--- src/rtl/pga_ctl_pkg.sv ---
package pga_ctl_pkg;

    localparam int CODE_W   = 3;
    localparam int NUM_TAPS = 5;
    localparam int EXP_W    = $clog2(NUM_TAPS);
    localparam int BOOST_EXP = 3;

    typedef struct packed {
        logic [CODE_W-1:0] code;
        logic              en;
    } gain_word_t;

    typedef logic [EXP_W-1:0] gain_exp_t;

    // Map a stored word to its gain exponent; the top code bit saturates.
    function automatic gain_exp_t word_to_exp(gain_word_t w);
        gain_exp_t e;
        if (!w.en)
            e = '0;
        else if (w.code[CODE_W-1])
            e = EXP_W'(NUM_TAPS - 1);
        else
            e = EXP_W'(w.code[CODE_W-2:0]);
        return e;
    endfunction

endpackage

--- src/rtl/pga_code_store.sv ---
module pga_code_store
    import pga_ctl_pkg::*;
(
    input  logic       clk,
    input  logic       rst,
    input  logic       hold_a,
    input  logic       hold_b,
    input  gain_word_t d_in,
    output gain_word_t q
);

    logic frozen;
    assign frozen = hold_a | hold_b;

    always_ff @(posedge clk) begin
        if (rst)
            q <= '0;
        else if (!frozen)
            q <= d_in;
    end

    assert_hold_keeps_word_R2: assert property (@(posedge clk) disable iff (rst)
        frozen |=> $stable(q));

    assert_open_loads_word_R1: assert property (@(posedge clk) disable iff (rst)
        !frozen |=> (q == $past(d_in)));

endmodule

--- src/rtl/pga_tap_decode.sv ---
module pga_tap_decode
    import pga_ctl_pkg::*;
(
    input  gain_word_t           w,
    output logic [NUM_TAPS-1:0]  tap_sel,
    output gain_exp_t            gain_exp,
    output logic                 bw_boost
);

    assign gain_exp = word_to_exp(w);
    assign bw_boost = (gain_exp >= EXP_W'(BOOST_EXP));

    for (genvar i = 0; i < NUM_TAPS; i++) begin : g_tap
        assign tap_sel[i] = (gain_exp == EXP_W'(i));
    end

endmodule

--- src/rtl/pga_timing_watch.sv ---
module pga_timing_watch #(
    parameter int W     = 3,
    parameter int SETUP = 3,
    parameter int HOLD  = 3
) (
    input  logic         clk,
    input  logic         rst,
    input  logic [W-1:0] sample,
    input  logic         hold_start,
    output logic         viol
);

    localparam int RUN_MAX = SETUP + 1;
    localparam int CW      = $clog2(RUN_MAX + HOLD + 2);

    logic [W-1:0]  prv;
    logic [CW-1:0] run_len;
    logic [CW-1:0] hold_left;
    logic [CW-1:0] cur_run;
    logic          chg;

    assign chg     = (sample != prv);
    assign cur_run = chg ? CW'(1)
                   : ((run_len >= CW'(RUN_MAX)) ? CW'(RUN_MAX) : run_len + CW'(1));

    assign viol = (hold_start && (cur_run <= CW'(SETUP)))
               || ((hold_left != '0) && chg);

    always_ff @(posedge clk) begin
        if (rst) begin
            prv       <= '0;
            run_len   <= CW'(RUN_MAX);
            hold_left <= '0;
        end else begin
            prv     <= sample;
            run_len <= cur_run;
            if (hold_start)
                hold_left <= CW'(HOLD);
            else if (hold_left != '0)
                hold_left <= hold_left - CW'(1);
        end
    end

    assert_hold_window_bound_R10: assert property (@(posedge clk) disable iff (rst)
        hold_left <= CW'(HOLD));

    assert_run_bound_R9: assert property (@(posedge clk) disable iff (rst)
        run_len <= CW'(RUN_MAX));

endmodule

--- src/rtl/pga_edge_gap.sv ---
module pga_edge_gap #(
    parameter int MIN_GAP = 5
) (
    input  logic clk,
    input  logic rst,
    input  logic hold_any,
    output logic hold_start,
    output logic gap_viol
);

    localparam int GW = $clog2(MIN_GAP + 1) + 1;

    logic          prv_hold;
    logic [GW-1:0] since;

    assign hold_start = hold_any && !prv_hold;
    assign gap_viol   = hold_start && (since < GW'(MIN_GAP));

    always_ff @(posedge clk) begin
        if (rst) begin
            prv_hold <= 1'b1;
            since    <= GW'(MIN_GAP);
        end else begin
            prv_hold <= hold_any;
            if (hold_start)
                since <= GW'(1);
            else if (since < GW'(MIN_GAP))
                since <= since + GW'(1);
        end
    end

    assert_gap_bound_R12: assert property (@(posedge clk) disable iff (rst)
        (since >= GW'(1)) && (since <= GW'(MIN_GAP)));

endmodule

--- src/rtl/pga_gain_ctrl.sv ---
module pga_gain_ctrl
    import pga_ctl_pkg::*;
#(
    parameter int CODE_SETUP = 3,
    parameter int CODE_HOLD  = 3,
    parameter int EN_SETUP   = 4,
    parameter int EN_HOLD    = 1,
    parameter int MIN_GAP    = 5
) (
    input  logic                clk,
    input  logic                rst,
    input  logic [CODE_W-1:0]   code_in,
    input  logic                gain_en,
    input  logic                hold_a,
    input  logic                hold_b,
    output logic [NUM_TAPS-1:0] tap_sel,
    output logic [EXP_W-1:0]    gain_exp,
    output logic                bw_boost,
    output logic                timing_err
);

    gain_word_t d_word;
    gain_word_t s_word;
    logic       hold_start;
    logic       gap_viol;
    logic       code_viol;
    logic       en_viol;

    assign d_word.code = code_in;
    assign d_word.en   = gain_en;

    pga_code_store u_store (
        .clk    (clk),
        .rst    (rst),
        .hold_a (hold_a),
        .hold_b (hold_b),
        .d_in   (d_word),
        .q      (s_word)
    );

    pga_tap_decode u_dec (
        .w        (s_word),
        .tap_sel  (tap_sel),
        .gain_exp (gain_exp),
        .bw_boost (bw_boost)
    );

    pga_edge_gap #(.MIN_GAP(MIN_GAP)) u_gap (
        .clk        (clk),
        .rst        (rst),
        .hold_any   (hold_a | hold_b),
        .hold_start (hold_start),
        .gap_viol   (gap_viol)
    );

    pga_timing_watch #(.W(CODE_W), .SETUP(CODE_SETUP), .HOLD(CODE_HOLD)) u_code_watch (
        .clk        (clk),
        .rst        (rst),
        .sample     (code_in),
        .hold_start (hold_start),
        .viol       (code_viol)
    );

    pga_timing_watch #(.W(1), .SETUP(EN_SETUP), .HOLD(EN_HOLD)) u_en_watch (
        .clk        (clk),
        .rst        (rst),
        .sample     (gain_en),
        .hold_start (hold_start),
        .viol       (en_viol)
    );

    always_ff @(posedge clk) begin
        if (rst)
            timing_err <= 1'b0;
        else
            timing_err <= code_viol | en_viol | gap_viol;
    end

    assert_single_tap_R6: assert property (@(posedge clk) disable iff (rst)
        $countones(tap_sel) == 1);

    assert_unity_when_off_R5: assert property (@(posedge clk) disable iff (rst)
        !s_word.en |-> (tap_sel[0] && gain_exp == '0));

    assert_boost_tracks_taps_R7: assert property (@(posedge clk) disable iff (rst)
        bw_boost == (tap_sel[NUM_TAPS-1] | tap_sel[NUM_TAPS-2]));

    assert_reset_unity_R8: assert property (@(posedge clk)
        rst |=> (gain_exp == '0 && !timing_err));

endmodule

--- config.mk ---
export PLATFORM = sky130hd
export DESIGN_NAME = pga_gain_ctrl
export DESIGN_NICKNAME = d
export VERILOG_FILES = /design/src/rtl/pga_ctl_pkg.sv /design/src/rtl/pga_code_store.sv /design/src/rtl/pga_tap_decode.sv /design/src/rtl/pga_timing_watch.sv /design/src/rtl/pga_edge_gap.sv /design/src/rtl/pga_gain_ctrl.sv
export SDC_FILE = /design/constraint.sdc
export NUM_CORES = 1
export LEC_CHECK = 0
export BUFFER_PORTS_ARGS = -buffer_cell sky130_fd_sc_hd__buf_2
export CORE_MARGIN = 4
export CORE_UTILIZATION = 45
export CTS_CLUSTER_SIZE = 14
export DETAILED_ROUTE_END_ITERATION = 10
export HOLD_SLACK_MARGIN = 0.12
export SYNTH_ARGS = -nofsm -noshare
export SYNTH_HDL_FRONTEND = slang
export SYNTH_SLANG_ARGS = --single-unit
--- constraint.sdc ---
create_clock -name clk -period 1.5 [get_ports clk]
set_input_delay 0 -clock clk [delete_from_list [all_inputs] [get_ports clk]]
set_output_delay 0 -clock clk [all_outputs]
set_load 0.05 [all_outputs]
==> summary.txt, run 1 <==
Routing
  – DRT Pass-1 Iters: 4
  – DRC: 0
  – Vias per inst: about 5.2
  – DR WL/cell: 12.5 um
  – Vias: 1046
  – First DRT Iteration DRCs: 36
  – Remaining antenna violation count after routing: 0
  – Final wirelength: about 2500 um

Pwr
  – Reg power frac: 46.2%
  – Sw Ratio: between 30% and 40%
  – Switching Power: between 0.0007 and 0.0008 W
  – Pwr dens: 1300 mW/mm^2
  – Power share of the combinational group: about two fifths
  – Maximum vdd drop: about 0.9 mV
  – Leakage: 0.688 nW
  – Clk pwr share: around 14%
  – Internal power: roughly 0.0014 W

Worst setup path
  – Worst setup EP type: output port
  – Crit path DAT: 1.45 ns
  – Worst Setup SP: u_store.q[3]$_SDFFE_PP0P_
  – Reg2Reg Depth: 5
  – Worst-path maximum fanout: 3
  – Critical R2R Launch: u_gap.since[1]$_SDFFE_PP0P_
  – Worst Path Class, Setup: reg -> out
  – Worst path bufs/invs: 2
  – RR Endpoint: timing_err$_SDFF_PP0_
  – CP required: approximately 1.5 ns
  – Slowest stage delay, CP: ~0.35 ns
  – Cell Chain, Critical Path: and3b_2 -> buf_4 -> nor2b_1 -> clkbuf_4
  – Startpoint Class: register
  – Critical Path Sink: tap_sel[2]
  – Crit path depth: 4
  – Slowest cell on crit path: dfxtp_2
  – Top cell family by delay on the critical path: simple AND/OR/NAND/NOR gates
  – Reg2reg setup slack: 0.07 ns

Floorplan
  – Initial Util: about 47%
  – Num rows: 19
  – Die height: 61.7 um
  – Die W: roughly 62 um
  – I/O pins: 18
  – Core Box Area: 0.00276 mm^2
  – Total die area: approximately 0.0038 mm^2

Cells and area
  – Cell area after layout: between 0.0015 and 0.002 mm^2
  – FF+latch area: 564 um^2
  – Non-Filler Instances: just over 200
  – Final net count: between 150 and 200
  – Area Growth Syn to Fin: 24.3%
  – Ratio of cells with drive above 1 in the final layout: a little under a quarter
  – Fill count: 248
  – Ant diodes: 0
  – Multi-input logic area: about 700 um^2

Global routing
  – Vias in the first global route: roughly 1100
  – Gr usage total: between 10% and 20%
  – Initial antenna violation count: 0
  – GRT overflow: 0
  – Largest net degree at the start of global routing: 23
  – First-pass GRT wire length: approximately 4500 um

CTS
  – Clock Sink Count: 28
  – Clock slew seen by the registers of the worst setup and hold paths: around 0.14 ns
  – CTS tree: yes
  – H-tree levels: 1
  – CTS Buffer Depth: 2
  – Clock Latency Late Sink: between 0.3 and 0.4 ns
  – Total CTS buffers: 3
  – Root buffer cell: clkbuf_4

Yosys
  – Synth Net Count: 154
  – Seq cells post-synth: 28
  – Warnings, synthesis: 0
  – Combinational family with the most area after synthesis: simple AND/OR/NAND/NOR gates
  – Post-synth cell types: 35
  – Synth Area in Compound Gates: between 9 and 10%
  – Adder-cell area share of the yosys netlist: between 8 and 9%
  – Post-synthesis mux area share: ~1.5%
  – Post-synth ARST share: 0%
  – Syn Inst Count: between 100 and 150
  – Post-synth top flop: dfxtp_1
  – Post-Synth Simple-Gate Area: approximately a quarter
  – Number of flops mapped to enable cells by yosys: 0
  – Synthesized area: approximately 0.0013 mm^2
  – Seq/Total Area, Yosys: between 40% and 50%
  – Post-synthesis xor/xnor area fraction: under 10%
  – Avg Inst Size Synth: around 9.5 um^2

Place
  – Dpl cells: roughly 180
  – Detail Placement HPWL: around 1700 um
  – # port buffers: 17
  – Placed cell area: 0.00142 mm^2
  – Placer Congestion: slightly above 0.7

STA
  – Setup TNS: 0 ns
  – Setup violators final: 0
  – Tmin final: approximately 1.4 ns
  – RSZ-0062 raised after global routing: false
  – Final hold vios: 0
  – Final Skew: ~0.0019 ns
  – Pins over their slew limit: 0
  – Crit share post-route: ~96%
  – Top achievable clock speed: 692 MHz

Run status
  – Outcome: complete, no violations

Min path
  – Worst min-delay path category: reg -> reg
  – Worst hold start: u_en_watch.run_len[0]$_SDFF_PP1_
  – Hold Path Cell Cnt: 1

Flow run
  – Max cap viols: 0
==> final cells by class <==
type,instances,area share (%)
clock buffer,3,1.40
multi-input combinational,97,43.2
tap,31,2.41
timing repair buffer,33,15.7
inverter,10,2.33
sequential,28,35.0
==> power by group through the flow <==
stage	registers [W]	clock network (W)	logic, W
after floorplan	0.00102	0	0.000603
after global placement	0.000979	0	0.000761
after detailed placement	0.000984	0	0.000805
after CTS	0.000968	0.000307	0.000840
after global routing	0.000989	0.000350	0.000948
final	0.000970	0.000296	0.000834
==> logic make-up (layout without fill, tap and decap cells) <==
family	Yosys count	count (layout)
mux	2	2
other cells	1	1
simple gates	55	55
buf+inv	12	46
flops	28	28
fa+ha+maj	9	9
xor+xnor	9	9
compound gates	21	21
==> flip-flops by register name, indices dropped and copies added (netlist names) <==
signal,cells
u_code_watch.hold_left,4
u_code_watch.run_len,4
u_gap.prv_hold,1
u_en_watch.prv,1
u_en_watch.run_len,3
u_gap.since,4
u_code_watch.prv,3
u_store.q,4
u_en_watch.hold_left,3
timing_err,1
==> worst min path at each step <==
stage / end / slack (ns)
floorplan: u_gap.prv_hold$_SDFF_PP1_ / 0.10
global placement: u_code_watch.prv[0]$_SDFF_PP0_ / 0.26
detailed placement: u_code_watch.prv[0]$_SDFF_PP0_ / 0.27
CTS: u_en_watch.run_len[0]$_SDFF_PP1_ / 0.45
global route: u_en_watch.run_len[0]$_SDFF_PP1_ / 0.47
finish: u_en_watch.run_len[0]$_SDFF_PP1_ / 0.45
==> cells in the mapped netlist (3+ instances only) <==
| library cell | n | share of area (%) |
|---|---|---|
| nand2b_1 | 4 | 1.9 |
| nor2_1 | 9 | 2.6 |
| xnor2_1 | 8 | 5.4 |
| a21oi_1 | 9 | 3.5 |
| inv_1 | 10 | 2.9 |
| nand4_1 | 3 | 1.4 |
| or3_1 | 3 | 1.4 |
| dfxtp_1 | 28 | 43 |
| ha_1 | 9 | 8.7 |
| o21ai_0 | 5 | 1.9 |
| nand2_1 | 6 | 1.7 |
| nor3_1 | 7 | 2.7 |
| and2_1 | 3 | 1.4 |
| nor2b_1 | 7 | 3.4 |
==> routing by layer <==
metal / routed length (um) / up-vias / track usage [%]
met1: 1120 / 490 / 19.0
met5: 0 / - / 0
met3: 68 / 10 / 3.56
met2: 1260 / 16 / 25.9
met4: 91 / 0 / 8.79
li1: - / 530 / -
==> worst reg2reg max path: cells and delay by family (launching register included) <==
kind / cells / cell delay (ns)
fa+ha+maj: 1 / 0.21
buf+inv: 1 / 0.06
simple gates: 1 / 0.29
compound gates: 2 / 0.35
flops: 1 / 0.41
==> through the flow <==
| step | total power, W | hold slack [ns] | utilization [%] | worst slack (ns) |
|---|---|---|---|---|
| 2_1_floorplan | 0.00162 | 0.102 | - | 0.00367 |
| 6_report | 0.00210 | 0.446 | 58.4 | 0.0549 |
| 4_1_cts | 0.00211 | 0.449 | 58.1 | 0.0373 |
| 3_3_place_gp | 0.00174 | 0.259 | 51.3 | 0.144 |
| 5_1_grt | 0.00229 | 0.471 | 58.4 | 0.00513 |
| 3_5_place_dp | 0.00179 | 0.267 | 51.3 | 0.0228 |
==> placed cells by master (no fill, tap or decap), types with 4 or more instances in the layout <==
cell type / n
inv_1: 10
nand2b_1: 4
xnor2_1: 8
buf_2: 13
nor2b_1: 6
dfxtp_1: 25
nand2_1: 6
dlygate4sd3_1: 12
clkbuf_4: 5
o21ai_0: 5
nor2_1: 9
buf_4: 5
nor3_1: 6
a21oi_1: 9
ha_1: 9
==> timing repair <==
| item | 4_1_cts | 5_1_grt |
|---|---|---|
| hold endpoints to repair | 17 | 0 |
| setup endpoints to repair | 2 | 4 |
| cloned | 0 | 0 |
| gates resized for setup | 8 | 5 |
| setup buffers | 3 | 0 |
| pin swaps | 1 | 1 |
| hold buffers | 12 | 0 |
Power figures use the tool's default switching activity.
==> run 2, diff against run 1 <==
--- a/config.mk
+++ b/config.mk
@@ -7,7 +7,7 @@
 export LEC_CHECK = 0
 export BUFFER_PORTS_ARGS = -buffer_cell sky130_fd_sc_hd__buf_2
 export CORE_MARGIN = 4
-export CORE_UTILIZATION = 45
+export CORE_UTILIZATION = 40
 export CTS_CLUSTER_SIZE = 14
 export DETAILED_ROUTE_END_ITERATION = 10
 export HOLD_SLACK_MARGIN = 0.12
==> run 2 against run 1 <==
Effect of this change:
- first-iteration DRC count is 22% lower
- critical path depth unchanged
- utilization is 5.6 points lower
- die area is 11% higher
- combinational power decreased by 2%
- cell count is 5.4% higher
- largest power group unchanged
==> summary.txt, run 2 (synthesized netlist as in run 1, its figures left out) <==
Routing
  – DR WL/cell: between 10 and 15 um
  – Final wirelength: 2400 um
  – Remaining antenna violation count after routing: 0
  – DRC: 0
  – Vias per inst: ~4.8
  – First DRT Iteration DRCs: 28
  – DRT Pass-1 Iters: 4
  – Vias: between 1000 and 1500

Min path
  – Worst hold start: u_en_watch.run_len[0]$_SDFF_PP1_
  – Worst min-delay path category: reg -> reg
  – Hold EP: u_en_watch.run_len[0]$_SDFF_PP1_
  – Hold Path Cell Cnt: 1

Cells and area
  – Area Growth Syn to Fin: 25.5%
  – Ratio of cells with drive above 1 in the final layout: around 25%
  – Fill count: about 290
  – Ant diodes: 0
  – Finished Core Util: 52.8%
  – Final net count: ~190
  – FF+latch area: approximately 570 um^2
  – Most frequent cells in the layout: dfxtp_1 (24), buf_2 (13), inv_1 (10)
  – Most common cell after layout, fill and taps aside: dfxtp_1
  – Multi-input logic area: 696 um^2

Place
  – # port buffers: 17
  – Detail Placement HPWL: approximately 1700 um
  – Placer Congestion: a little over 0.7

Worst setup path
  – Slowest stage delay, CP: around 0.35 ns
  – Top cell family by delay on the critical path: simple AND/OR/NAND/NOR gates
  – Worst Setup SP: u_store.q[0]$_SDFFE_PP0P_
  – Most frequent CP cell: buf_4
  – Worst path bufs/invs: 2
  – Critical R2R Launch: u_gap.since[1]$_SDFFE_PP0P_
  – Worst-path maximum fanout: 4
  – RR Endpoint: timing_err$_SDFF_PP0_
  – Reg2Reg Depth: 5
  – Startpoint Class: register
  – CP required: around 1.5 ns
  – Crit path DAT: approximately 1.4 ns
  – Cell Chain, Critical Path: buf_4 -> and3b_1 -> nor3_2 -> buf_4
  – Worst setup EP type: output port
  – Reg2reg setup slack: roughly 0.13 ns
  – Slowest cell on crit path: dfxtp_2
  – Worst Path Class, Setup: reg -> out

STA
  – Crit share post-route: 94.0%
  – Top achievable clock speed: 709 MHz
  – Tmin final: approximately 1.4 ns
  – Final hold vios: 0
  – Setup violators final: 0
  – Setup TNS: 0 ns
  – Final Skew: slightly above 0.005 ns
  – Pins over their slew limit: 0

CTS
  – CTS Buffer Depth: 2
  – H-tree levels: 1
  – Clock slew seen by the registers of the worst setup and hold paths: about 0.15 ns
  – Root buffer cell: clkbuf_4
  – Clock Sink Count: 28
  – CTS tree: yes
  – Total CTS buffers: 3
  – Clock Latency Late Sink: 0.33 ns

Pwr
  – Leakage: between 0.7 and 0.8 nW
  – Power consumption: between 0.002 and 0.0025 W
  – Pwr dens: approximately 1400 mW/mm^2
  – Maximum vdd drop: about 0.61 mV

Global routing
  – Initial antenna violation count: 0
  – Largest net degree at the start of global routing: 23
  – Vias in the first global route: 1036
  – Gr usage total: 13.5%
  – First-pass GRT wire length: between 4000 and 5000 um
  – GRT overflow: 0

Floorplan
  – Total die area: between 0.004 and 0.005 mm^2
  – I/O pins: 18
  – Die height: ~65 um
  – Num rows: 20
  – Initial Util: between 40% and 50%
  – Core Box Area: 0.00308 mm^2
  – Die W: around 65 um

Flow run
  – Max cap viols: 0

Run status
  – Outcome: complete, no violations
run 2: routing by layer:
metal | part of all wire [%] | vias to the layer above | GRT usage [%]
li1 | - | 528 | -
met1 | 43 | 480 | 14.5
met2 | 53 | 12 | 25.4
met3 | 3.5 | 2 | 4.33
met4 | 0.79 | 0 | 2.90
met5 | 0 | - | 0
run 2: timing repair:
action                     CTS  global route
setup endpoints to repair    1             6
resized for setup            7             9
setup buffers                4             0
hold buffers                 9             0
hold endpoints to repair    17             0
run 2: power by group:
part | switching [W] | internal (W)
Clock | 0.000218 | 0.000270
Combinational | 0.000421 | 0.000398
Sequential | 0.0000873 | 0.000884
run 2: how the worst max path moves through the flow:
stage / depth (start not counted) / slack (ns) / endpoint
global placement: 5 / 0.14 / timing_err$_SDFF_PP0_
floorplan: 2 / 0.004 / tap_sel[2]
CTS: 4 / 0.03 / tap_sel[1]
finish: 4 / 0.09 / tap_sel[0]
global route: 6 / -0.00004 / timing_err$_SDFF_PP0_
detailed placement: 5 / 0.07 / timing_err$_SDFF_PP0_
run 2: worst reg2reg max path, cell delays in order (launching register included):
cell and delay (ns):
dfxtp_2 0.38, inv_1 0.05, ha_1 0.21, o21a_1 0.24
nor4b_2 0.28, o22ai_1 0.12
run 2: per-stage QoR:
step	cell area, um^2	std cells	setup WS, ns	hold WS (ns)
floorplan	1310	137	0.00367	0.102
global placement	1430	197	0.139	0.260
detailed placement	1430	197	0.0727	0.263
CTS	1620	214	0.0278	0.444
global route	1630	213	-0.0000431	0.474
finish	1630	213	0.0904	0.443
run 2: area by class of cell:
| class | instances | share of cell area [%] |
|---|---|---|
| clock inverters | 1 | 1.85 |
| multi-input cells | 97 | 42.8 |
| clock buffers | 3 | 1.38 |
| repair buffers | 30 | 13.5 |
| well taps | 44 | 3.38 |
| inverters | 10 | 2.31 |
| flip-flops and latches | 28 | 34.8 |
==> run 3, diff against run 2 <==
--- a/config.mk
+++ b/config.mk
@@ -8,9 +8,11 @@
 export BUFFER_PORTS_ARGS = -buffer_cell sky130_fd_sc_hd__buf_2
 export CORE_MARGIN = 4
 export CORE_UTILIZATION = 40
+export CTS_BUF_LIST = sky130_fd_sc_hd__clkbuf_4 sky130_fd_sc_hd__clkbuf_8
 export CTS_CLUSTER_SIZE = 14
 export DETAILED_ROUTE_END_ITERATION = 10
 export HOLD_SLACK_MARGIN = 0.12
 export SYNTH_ARGS = -nofsm -noshare
 export SYNTH_HDL_FRONTEND = slang
+export SYNTH_HIERARCHICAL = 1
 export SYNTH_SLANG_ARGS = --single-unit
==> run 3 against run 2 <==
Effect of this change:
- the run now ends with setup timing left
- non-clock buffer count stayed put
- setup slack worse by 0.091 ns
- highest routed layer unchanged
- clock power is 27% lower
- sequential share of layout area is 0.44 points lower
- flip-flop and latch count stayed put
- synthesized cell count is 2.9% higher
==> summary.txt, run 3 <==
STA
  – PnR worst setup slack: -0.000557 ns
  – Crit share post-route: 100%
  – Setup TNS: -0.000557 ns
  – Setup violators final: 1
  – Final Skew: 0.00608 ns
  – Tmin final: 1.50 ns
  – Top achievable clock speed: 666 MHz
  – Final hold vios: 0
  – Pins over their slew limit: 0

Routing
  – DRC: 0
  – Vias: 1082
  – Final wirelength: 2670 um
  – First DRT Iteration DRCs: between 70 and 80
  – Remaining antenna violation count after routing: 0
  – DR WL/cell: approximately 12 um
  – DRT Pass-1 Iters: 4
  – Vias per inst: between 4 and 5

Worst setup path
  – Slowest stage delay, CP: 0.54 ns
  – Critical Path Sink: u_gap/since[0]$_SDFFE_PP1N_
  – Slowest cell on crit path: dlygate4sd3_1
  – Crit path DAT: around 1.7 ns
  – CP required: about 1.7 ns
  – Worst Path Class, Setup: in -> reg
  – Cell Chain, Critical Path: dlygate4sd3_1 -> buf_2 -> or2_1 -> nor2b_4 -> or2_4 -> or3_1
  – Reg2reg setup slack: roughly 0.11 ns
  – Worst Setup SP: hold_b
  – Worst setup EP type: register
  – Worst-path maximum fanout: 11
  – Reg2Reg Depth: 7
  – Critical R2R Launch: u_en_watch/run_len[1]$_SDFF_PP0_
  – RR Endpoint: timing_err$_SDFF_PP0_
  – Startpoint Class: input pin

Yosys
  – Cell taking the most area after synthesis: dfxtp_1
  – Post-synth cell types: 43
  – Most frequent cell after synthesis: dfxtp_1
  – Number of flops mapped to enable cells by yosys: 0
  – Synthesized area: about 0.0013 mm^2
  – Seq/Total Area, Yosys: roughly two fifths
  – Syn Inst Count: approximately 140
  – Commonest cells in the netlist: dfxtp_1 (28), a21oi_1 (14), inv_1 (12)
  – Synth Net Count: about 160
  – Top cell type's share of synthesized area: a little over two fifths
  – Seq cells post-synth: 28
  – Post-synth top flop: dfxtp_1
  – Avg Inst Size Synth: about 9.5 um^2
  – Synth area leaders: dfxtp_1 (42%), ha_1 (8.4%), a21oi_1 (5.2%)
  – Post-synth ARST share: 0%
  – Warnings, synthesis: 6

Cells and area
  – Ant diodes: 0
  – Non-Filler Instances: roughly 220
  – Area Growth Syn to Fin: 22.6%
  – Most frequent cells in the layout: dfxtp_1 (26), buf_2 (17), a21oi_1 (14)
  – FF+latch area: 563 um^2
  – Multi-input logic area: ~740 um^2
  – Most common cell after layout, fill and taps aside: dfxtp_1
  – Final net count: between 150 and 200
  – Fill count: 303
  – Ratio of cells with drive above 1 in the final layout: between 20% and 30%

Run status
  – Violated checks: setup timing
  – Outcome: finished with violations

Place
  – Placer Congestion: approximately 0.8
  – Dpl cells: 202
  – # port buffers: 17
  – Detail Placement HPWL: approximately 1800 um

Pwr
  – Pwr dens: between 1000 and 1500 mW/mm^2
  – Power consumption: about 0.0022 W
  – Sw Ratio: 32.7%
  – Internal power: ~0.0015 W
  – Reg power frac: between 40% and 50%
  – Maximum vdd drop: 0.807 mV
  – Clk pwr share: approximately 16%
  – Leakage: 0.698 nW
  – Power share of the combinational group: around two fifths
  – Switching Power: 0.000727 W

CTS
  – Total CTS buffers: 3
  – Clock Sink Count: 28
  – CTS tree: yes
  – Root buffer cell: clkbuf_4
  – H-tree levels: 1
  – Clock slew seen by the registers of the worst setup and hold paths: 0.13 ns
  – CTS Buffer Depth: 2
  – Clock Latency Late Sink: ~0.32 ns

Global routing
  – Largest net degree at the start of global routing: 16
  – First-pass GRT wire length: 4660 um
  – Initial antenna violation count: 0
  – GRT overflow: 0
  – Vias in the first global route: about 1100
  – Gr usage total: between 10% and 20%

Floorplan
  – Initial Util: 42.8%
  – I/O pins: 18
  – Total die area: 0.00433 mm^2
  – Core Box Area: approximately 0.0031 mm^2
  – Die W: 65.8 um
  – Num rows: 20
  – Die height: roughly 66 um

Min path
  – Worst min-delay path category: reg -> reg

Flow run
  – Max cap viols: 0
run 3: worst min-delay path by stage:
stage | start | slack [ns] | cells past startpoint | end
2_1_floorplan | rst | 0.07 | 1 | u_en_watch/hold_left[1]$_SDFFE_PP0N_
3_3_place_gp | code_in[0] | 0.26 | 2 | u_code_watch/prv[0]$_SDFF_PP0_
3_5_place_dp | code_in[0] | 0.27 | 2 | u_code_watch/prv[0]$_SDFF_PP0_
4_1_cts | code_in[0] | 0.44 | 3 | u_code_watch/prv[0]$_SDFF_PP0_
5_1_grt | code_in[0] | 0.45 | 3 | u_code_watch/prv[0]$_SDFF_PP0_
6_report | u_code_watch/run_len[3]$_SDFF_PP0_ | 0.46 | 1 | u_code_watch/run_len[1]$_SDFF_PP0_
run 3: power groups by stage:
stage / clock network, W / registers [W] / logic [W]
6_report: 0.000357 / 0.000982 / 0.000881
5_1_grt: 0.000416 / 0.00100 / 0.00101
4_1_cts: 0.000377 / 0.000979 / 0.000811
3_5_place_dp: 0 / 0.000995 / 0.000793
3_3_place_gp: 0 / 0.000989 / 0.000762
2_1_floorplan: 0 / 0.00101 / 0.000624
run 3: cells by family (layout without fill, tap and decap cells):
kind of cell | after synthesis | count (layout) | synth area share [%]
DFF | 28 | 28 | 41.9
other | 1 | 1 | 0.280
buffers and inverters | 13 | 46 | 3.65
and+or+nand+nor | 55 | 55 | 27.7
muxes | 2 | 2 | 1.87
xor gates and xnor gates | 7 | 7 | 4.58
adders and majority gates | 9 | 9 | 8.42
AOI/OAI and AO/OA | 26 | 26 | 11.6
run 3: area by class of cell:
| type | instances | share of cell area [%] |
|---|---|---|
| multi-input cells | 100 | 45.0 |
| flip-flops and latches | 28 | 34.3 |
| repair buffers | 30 | 12.4 |
| well taps | 44 | 3.36 |
| inverters | 12 | 2.75 |
| clock buffers | 4 | 2.21 |
run 3: metrics by stage:
| stage | hold slack (ns) | worst slack (ns) | utilization (%) | instance area, um^2 |
|---|---|---|---|---|
| 2_1_floorplan | 0.0689 | 0.0674 | - | 1350 |
| 3_3_place_gp | 0.262 | 0.171 | 47.6 | 1490 |
| 3_5_place_dp | 0.267 | 0.0915 | 47.6 | 1490 |
| 4_1_cts | 0.444 | 0.0227 | 51.3 | 1610 |
| 5_1_grt | 0.455 | -0.00958 | 52.4 | 1640 |
| 6_report | 0.456 | -0.000557 | 52.4 | 1640 |
run 3: what timing repair did:
| item | CTS | global route |
|---|---|---|
| endpoints found under the setup margin | 0 | 4 |
| gates resized for setup | 0 | 3 |
| endpoints found under the hold margin | 20 | 0 |
| setup buffers | 0 | 4 |
| hold buffers | 8 | 0 |
run 3: critical path: cells and delay by family:
family / cells / cell delay [ns]
AND/OR/NAND/NOR: 4 / 1.02
buffers and inverters: 2 / 0.70
run 3: per-layer routing:
layer | share of wire [%] | vias to the layer above | track usage, %
met1 | 43 | 509 | 15.9
met5 | 0 | - | 0
met4 | 0.56 | 0 | 3.11
met3 | 2.8 | 2 | 4.08
li1 | - | 555 | -
met2 | 53 | 16 | 24.7
